[src/rtl/cmp_timer_pkg.sv]
package cmp_timer_pkg;
  typedef enum logic {
    FLAG_PRIV = 1'b0,
    FLAG_IRQ  = 1'b1
  } flag_mode_e;

  typedef enum logic {
    SEL_COUNT = 1'b0,
    SEL_LIMIT = 1'b1
  } reg_sel_e;
endpackage

[src/rtl/cmp_timer_rst_sync.sv]
module cmp_timer_rst_sync #(
  parameter int STAGES = 2
) (
  input  logic clk,
  input  logic rst_n,
  output logic rst_n_sync
);
  logic [STAGES-1:0] sync_q;

  always_ff @(posedge clk or negedge rst_n) begin
    if (!rst_n) sync_q <= '0;
    else        sync_q <= {sync_q[STAGES-2:0], 1'b1};
  end

  assign rst_n_sync = sync_q[STAGES-1];
endmodule

[src/rtl/cmp_timer_count.sv]
module cmp_timer_count #(
  parameter int VW = 63
) (
  input  logic          clk,
  input  logic          rst_n,
  input  logic          tick,
  input  logic          load,
  input  logic [VW-1:0] load_val,
  output logic [VW-1:0] cnt_o,
  output logic [VW-1:0] cnt_nxt_o
);
  logic [VW-1:0] cnt_q, cnt_d;

  always_comb begin
    cnt_d = cnt_q;
    if (load)      cnt_d = load_val;
    else if (tick) cnt_d = cnt_q + 1'b1;
  end

  always_ff @(posedge clk or negedge rst_n) begin
    if (!rst_n) cnt_q <= '0;
    else        cnt_q <= cnt_d;
  end

  assign cnt_o     = cnt_q;
  assign cnt_nxt_o = cnt_d;

  // a lone tick moves the count forward by exactly one, wrapping
  assert_tick_step_R4: assert property (@(posedge clk) disable iff (!rst_n)
    $past(rst_n && tick && !load) |-> (cnt_q == $past(cnt_q) + 1'b1));
endmodule

[src/rtl/cmp_timer_cmp.sv]
module cmp_timer_cmp #(
  parameter int VW = 63
) (
  input  logic          clk,
  input  logic          rst_n,
  input  logic          tick,
  input  logic          wr_cnt,
  input  logic          wr_lim,
  input  logic [VW-1:0] wr_val,
  input  logic          wr_flag,
  input  logic [VW-1:0] cnt_nxt,
  output logic          dis_o,
  output logic [VW-1:0] lim_o,
  output logic          hit_o
);
  logic          dis_q, dis_d;
  logic          arm_q, arm_d;
  logic          hit_q, hit_d;
  logic [VW-1:0] lim_q, lim_d;

  always_comb begin
    dis_d = dis_q;
    arm_d = arm_q;
    lim_d = lim_q;
    hit_d = 1'b0;
    if (wr_lim) begin
      lim_d = wr_val;
      dis_d = wr_flag;
      arm_d = (wr_val != '0) && !wr_flag;
    end else if (wr_cnt) begin
      dis_d = wr_flag;
      if (wr_flag) arm_d = 1'b0;
    end else if (tick && arm_q && !dis_q && (cnt_nxt >= lim_q)) begin
      hit_d = 1'b1;
      arm_d = 1'b0;
    end
  end

  always_ff @(posedge clk or negedge rst_n) begin
    if (!rst_n) begin
      dis_q <= 1'b1;
      arm_q <= 1'b0;
      lim_q <= '0;
      hit_q <= 1'b0;
    end else begin
      dis_q <= dis_d;
      arm_q <= arm_d;
      lim_q <= lim_d;
      hit_q <= hit_d;
    end
  end

  assign dis_o = dis_q;
  assign lim_o = lim_q;
  assign hit_o = hit_q;

  // a match is a single-cycle pulse and leaves the block disarmed
  assert_hit_single_cycle_R7: assert property (@(posedge clk) disable iff (!rst_n)
    hit_q |=> !hit_q);

  // a match only follows a cycle in which the block was armed and enabled
  assert_hit_needs_enable_R10: assert property (@(posedge clk) disable iff (!rst_n)
    hit_q |-> ($past(arm_q) && !$past(dis_q)));

  // the block is never armed against a zero limit
  assert_armed_nonzero_R9: assert property (@(posedge clk) disable iff (!rst_n)
    arm_q |-> (lim_q != '0));
endmodule

[src/rtl/cmp_timer.sv]
module cmp_timer
  import cmp_timer_pkg::*;
#(
  parameter int         TMR_W     = 64,
  parameter flag_mode_e FLAG_MODE = FLAG_PRIV
) (
  input  logic             clk,
  input  logic             rst_n,
  input  logic             tick_en,
  input  logic             wr_en,
  input  logic             wr_sel,
  input  logic [TMR_W-1:0] wr_data,
  input  logic             rd_sel,
  output logic [TMR_W-1:0] rd_data,
  output logic             timer_hit,
  output logic             priv_lock
);
  localparam int VW = TMR_W - 1;

  logic          rst_n_i;
  logic          wr_cnt, wr_lim, tick_i;
  logic          dis;
  logic [VW-1:0] cnt, cnt_nxt, lim;

  cmp_timer_rst_sync #(.STAGES(2)) u_rst (
    .clk        (clk),
    .rst_n      (rst_n),
    .rst_n_sync (rst_n_i)
  );

  assign wr_cnt = wr_en && (reg_sel_e'(wr_sel) == SEL_COUNT);
  assign wr_lim = wr_en && (reg_sel_e'(wr_sel) == SEL_LIMIT);
  assign tick_i = tick_en && !wr_en;

  cmp_timer_count #(.VW(VW)) u_count (
    .clk       (clk),
    .rst_n     (rst_n_i),
    .tick      (tick_i),
    .load      (wr_cnt),
    .load_val  (wr_data[VW-1:0]),
    .cnt_o     (cnt),
    .cnt_nxt_o (cnt_nxt)
  );

  cmp_timer_cmp #(.VW(VW)) u_cmp (
    .clk     (clk),
    .rst_n   (rst_n_i),
    .tick    (tick_i),
    .wr_cnt  (wr_cnt),
    .wr_lim  (wr_lim),
    .wr_val  (wr_data[VW-1:0]),
    .wr_flag (wr_data[VW]),
    .cnt_nxt (cnt_nxt),
    .dis_o   (dis),
    .lim_o   (lim),
    .hit_o   (timer_hit)
  );

  always_comb begin
    if (reg_sel_e'(rd_sel) == SEL_LIMIT) rd_data = {dis, lim};
    else                                 rd_data = {dis, cnt};
  end

  generate
    if (FLAG_MODE == FLAG_PRIV) begin : g_priv
      assign priv_lock = dis;
    end else begin : g_irq
      assign priv_lock = 1'b0;
    end
  endgenerate
endmodule

[config.mk]
export PLATFORM = sky130hd
export DESIGN_NAME = cmp_timer
export DESIGN_NICKNAME = d
export VERILOG_FILES = /design/src/rtl/cmp_timer_pkg.sv /design/src/rtl/cmp_timer_rst_sync.sv /design/src/rtl/cmp_timer_count.sv /design/src/rtl/cmp_timer_cmp.sv /design/src/rtl/cmp_timer.sv
export SDC_FILE = /design/constraint.sdc
export NUM_CORES = 1
export LEC_CHECK = 0
export BUFFER_PORTS_ARGS = -buffer_cell sky130_fd_sc_hd__buf_2
export CAP_MARGIN = 20
export CORE_MARGIN = 10
export CORE_UTILIZATION = 58
export DETAILED_ROUTE_END_ITERATION = 10
export PLACE_DENSITY = 0.91
export SLEW_MARGIN = 25
export SYNTH_ARGS = -nofsm -noshare
export SYNTH_HDL_FRONTEND = slang
export SYNTH_SLANG_ARGS = --single-unit
[constraint.sdc]
create_clock -name clk -period 4.6 [get_ports clk]
set_input_delay 0.92 -clock clk [delete_from_list [all_inputs] [get_ports clk]]
set_output_delay 0.92 -clock clk [all_outputs]
set_load 0.01 [all_outputs]
## Yosys cells after proc, flatten, opt, wreduce, memory -nomap -nowiden

Cells that the tools add are included.

- Flip-flop bits (word level): 131
- Output and inout port bits: 66
- Logic and storage cells: 36

- Add/sub/neg operators: 1
- Magnitude comparators: 1
- Equal/unequal tests: 1
- Mux-type cells: 12
- Bitwise operators: 1
- Reductions and logical operators: 14

Operator list:

| cell | count |
|---|---|
| $mux W63 | 3 |
| $add A63 B1 Y63 const B | 1 |
| $ge A63 B63 Y1 | 1 |
| $reduce_bool A63 Y1 | 1 |
| $mux W1 | 9 |
| $logic_and A1 B1 Y1 | 7 |
| $logic_not A1 Y1 | 3 |
| $ne A3 B3 Y1 const B | 1 |
| $reduce_bool A3 Y1 | 1 |
| $reduce_and A2 Y1 | 1 |
| $reduce_bool A2 Y1 | 1 |
| $not A1 Y1 | 1 |

## Longest topological paths before layout

- Depth after elaboration: 9
- Depth in mapped cells: 16
- Gate-level depth less buffers: 14

## Cells and area by module

Synthesis repeated with hierarchy kept, for this count alone.

- Cell total of the unflattened synthesis: 973
- Area, all modules: 9034.9 µm²

By module, submodules not included:

| module | instances | cells each | area an instance (µm²) |
|---|---|---|---|
| cmp_timer_cmp | 1 | 459 | 4008.8 |
| cmp_timer_count | 1 | 437 | 3880.0 |
| cmp_timer | 1 | 74 | 1092.3 |
| cmp_timer_rst_sync | 1 | 3 | 53.8 |

## Least setup slack after synthesis

Ideal clock, no wire load.

- Kind: input -> register
- From: input port wr_en
- To: register u_cmp.arm_q
- Arrival: 4.429 ns
- Required time: 4.480 ns
- Setup slack: 0.051 ns
- Cell stages on the path: 14
- Path through: buf_2 and4b_1 nand4_4 or4_1 or3_1 mux2i_1 a21o_1 ha_1 nand4_1 or4_1 or3_1 a21oi_1 o31ai_1 a41o_1

- Word-level cells in the longest chain between the ends: 8
- Elaborated cells on any way between the ends: 15
- Those cells by class: order compare (1); eq/ne (1); mux (4); reduce/logical (9)

RTL lines:

| what | line | RTL |
|---|---|---|
| start, declared | cmp_timer.sv:10 | `input logic wr_en,` |
| $logic_not A1 Y1 | cmp_timer.sv:33 | `assign tick_i = tick_en && !wr_en;` |
| $logic_and A1 B1 Y1 | cmp_timer.sv:33 |  |
| $mux W63 | cmp_timer_count.sv:17 | `else if (tick) cnt_d = cnt_q + 1'b1;` |
| $mux W63 (*) | cmp_timer_count.sv:16 | `if (load) cnt_d = load_val;` |
| via cnt_nxt[60] | cmp_timer.sv:23 | `logic [VW-1:0] cnt, cnt_nxt, lim;` |
| $ge A63 B63 Y1 (*) | cmp_timer_cmp.sv:33 | `end else if (tick && arm_q && !dis_q && (cnt_nxt >= lim_q)) begin` |
| $logic_and A1 B1 Y1 (*) | cmp_timer_cmp.sv:33 |  |
| $reduce_bool A3 Y1 (no line) (*) | - |  |
| $reduce_and A2 Y1 (no line) (*) | - |  |
| end signal, assigned | cmp_timer_cmp.sv:47 | `arm_q <= arm_d;` |
| end, declared | cmp_timer_cmp.sv:17 | `logic arm_q, arm_d;` |

The timed path passes the listed nets; every way through them passes the cells marked *.
A chain may end at the register's enable or synchronous reset.

## Worst setup path in the final report

- From: register u_count.cnt_q[0] (netlist: u_count.cnt_o[0])
- To: register u_cmp.arm_q

- Word-level cells in the longest chain between the ends: 7

RTL lines:

| what | line | RTL |
|---|---|---|
| start, declared | cmp_timer_count.sv:12 | `logic [VW-1:0] cnt_q, cnt_d;` |
| start signal, assigned | cmp_timer_count.sv:22 | `else cnt_q <= cnt_d;` |
| $add A63 B1 Y63 | cmp_timer_count.sv:17 |  |
| $mux W63 | cmp_timer_count.sv:17 |  |
| $mux W63 | cmp_timer_count.sv:16 |  |
| via cnt_nxt[60] | cmp_timer.sv:23 |  |
| $ge A63 B63 Y1 | cmp_timer_cmp.sv:33 |  |
| $logic_and A1 B1 Y1 | cmp_timer_cmp.sv:33 |  |
| $reduce_bool A3 Y1 (no line) | - |  |
| $reduce_and A2 Y1 (no line) | - |  |

The timed path passes the listed nets, and every way through them passes these cells.

==> flow_summary.yaml <==
critical_path:
  critPathRequiredTime_ns: 4.92
  cp-startpoint: "u_count.cnt_o[0]"
  cpPeakStageDelay_ns: 0.60
  worstPathArrival_ns: 4.74
  cp_cell_sequence: "ha_1 -> and4b_1 -> nand4_4 -> or4_1 -> or3_1 -> mux2i_1 -> a21o_1 -> ha_1 -> nand4_1 -> or4_1 -> or3_1 -> a21oi_1 -> o31ai_1 -> a41o_1"
  cp_max_fo: 5
  critPathBufInv: 0
  start_kind: "flip-flop"
  cp_top_family: "simple AND/OR/NAND/NOR gates"
  r2r_setup_slack_ns: 0.18
  path_class: "reg -> reg"
  end_kind: "flip-flop"
  rr_startpoint: "u_count.cnt_o[0]"
  slowest_stage: "or4_1"
floorplan:
  core_sq_um: 14530
  die-area_sq_um: 20120
  core.rowCount: 44
  top_level_ports: 136
  die_w_microns: 141.8
  die_h_microns: 141.8
  start_util_pct: 59.24
global_route:
  grt_max_degree: 82
  met3_usage_pct: 8.111
  grt_pass1_wl_microns: 42770
  gr-max-usage-layer: "met2"
  antenna_found_initial: 2
  grt_usage_pct: 26.71
  grt_pass1_vias: 8122
  grt_util_met2_pct: 42.90
  met1_usage_pct: 31.06
  overflow: 0
cells_and_area:
  fin_cells: 1228
  final_core_util_pct: 70.14
  layout-drive-gt1-share_pct: 32.02
  finalNetCount: 1161
  area_growth_pct: 18.41
  fill_cells: 1027
synth:
  yosysTopAreaCell: "dfrtp_1"
  synth_edf_count: 0
  syn_area_sq_um: 8610
  syn_avg_cell_area_sq_um: 9.684
  synth_seq_cells: 131
  synthTopCellsByCount: "dfrtp_1 (130), mux2_2 (124), nand2_1 (94)"
  synth_area_leaders: "dfrtp_1 (38%), mux2_2 (16%), ha_1 (9.3%), nand2_1 (4.1%), o21ai_0 (3.6%)"
  synth_seq_area_share_pct: 38.09
  ys_async_sr_fraction_pct: 100.0
  netlist_instances: 889
  synth_warnings: 0
  syn-num-nets: 1023
  ys_types: 57
  synth.top_cell.area_share_pct: 37.79
  synth_most_common_cell: "dfrtp_1"
  ys_dominant_reg_cell: "dfrtp_1"
place:
  dp_hpwl_microns: 19790
  dp.cells: 1192
  gp_congestion: 0.9758
  post-place-ws_ns: -0.08623
  port_buffers: 135
sta:
  setup_ws_ns: 0.1796
  worst_pin_slew_ns: 0.9181
  finalHoldViolCount: 0
  maxSlewHeadroom_pct: 38.79
  min_period_ns: 4.420
  finalSetupViolations: 0
  clock-skew-final_ns: 0.01117
  slew_violations: 0
  fin_crit_sh_pct: 96.10
  tns_ns: 0
  fmax_ghz: 0.2262
clocking:
  htreeDepth: 4
  clockBufferDepth: 2
  cts_root_buffer: "clkbuf_16"
  cts_setup_buffers: 0
  clkSinkCount: 131
  cts_tree: "yes"
  clk_pin_slew_ns: 0.06
  ctsHoldBuffers: 0
  numCtsBuffers: 17
  insertion_delay_ns: 0.44
routing:
  avgRoutedWirePerCell_microns: 21.94
  viasPerCell: 6.485
  drt_pass1_iterations: 6
  drt_iter0_markers: 890
  drcViolationCount: 0
  vias: 7964
  drt_wl_total_microns: 26940
  ant_nets: 0
pwr:
  fin_total_pwr_uw: 3932
  p_leak_uw: 0.004621
  ir_worst_vdd_uv: 306.1
  powerDensity_nw_per_um2: 385.7
job:
  cap_violations: 0
hold_path:
  worstHoldPathType: "in -> async"
status:
  status: "finished, final reports clean"
## cell type report
| type | count | area (sq um) | share of cell area, % |
|---|---|---|---|
| Multi-Input combinational cell | 652 | 4931 | 48.37 |
| Timing Repair Buffer | 156 | 858.3 | 8.419 |
| Antenna cell | 4 | 10.01 | 0.09818 |
| Sequential cell | 131 | 3283 | 32.20 |
| Clock inverter | 9 | 125.1 | 1.227 |
| Tap cell | 184 | 230.2 | 2.258 |
| Clock buffer | 23 | 498.0 | 4.885 |
| Inverter | 69 | 259.0 | 2.540 |
## placed cells by master (no fill, tap or decap), drive strengths merged, types with 30 or more instances in the layout
master and instances:
a21oi 30, buf 156, dfrtp 130, ha 64
inv 69, mux2 124, nand2 94, nand4 38
nor2 30, o21ai 62
## stage by stage
stage	hold WS, ns	instance area [sq um]
finish	0.2615	10190
floorplan	0.3312	8610
global placement	0.3335	9552
CTS	0.2468	10170
global route	0.2528	10180
detailed placement	0.3373	9552
## power by group
group | leakage (uW) | total (uW) | internal [uW] | switching [uW]
logic | 0.00276 | 1000 | 459 | 546
clock network | 0.000305 | 1440 | 919 | 517
registers | 0.00156 | 1490 | 1310 | 178
## final timing paths
path / endpoint / depth (start not counted)
worst max-delay path: u_cmp.arm_q / 14
worst min-delay path: u_rst.sync_q[0] / 1
worst max register to register: u_cmp.arm_q / 14
worst min register to register: u_rst.sync_q[1] / 0
max in group asynchronous: u_count.cnt_o[24] / 1
min in group clk: u_rst.sync_q[1] / 0
## registers in the layout (all words and copies together), names as in the netlist
signal,count
u_cmp.dis_o,1
u_cmp.arm_q,1
u_cmp.lim_o,63
u_count.cnt_o,63
u_cmp.hit_o,1
u_rst.sync_q,2
## layer usage
| metal | routed length, microns | vias to the layer above |
|---|---|---|
| li1 | - | 3503 |
| met1 | 10210 | 3889 |
| met2 | 12750 | 455 |
| met3 | 2560 | 117 |
| met4 | 1420 | 0 |
| met5 | 0 | - |
## logic make-up after synthesis
| group | share of synthesized area, % |
|---|---|
| and+or+nand+nor | 17.51 |
| xor gates and xnor gates | 4.781 |
| muxes | 16.33 |
| AOI/OAI and AO/OA | 9.068 |
| other | 0.04356 |
| buffers and inverters | 4.868 |
| adders and majority gates | 9.301 |
| DFF | 38.09 |
## repair_timing
| item | in CTS | in global routing |
|---|---|---|
| endpoints found under the setup margin | 0 | 1 |
| hold endpoints to repair | 0 | 0 |
| gates resized for setup | 0 | 3 |
Note: power is estimated with default switching activity, not from simulation.
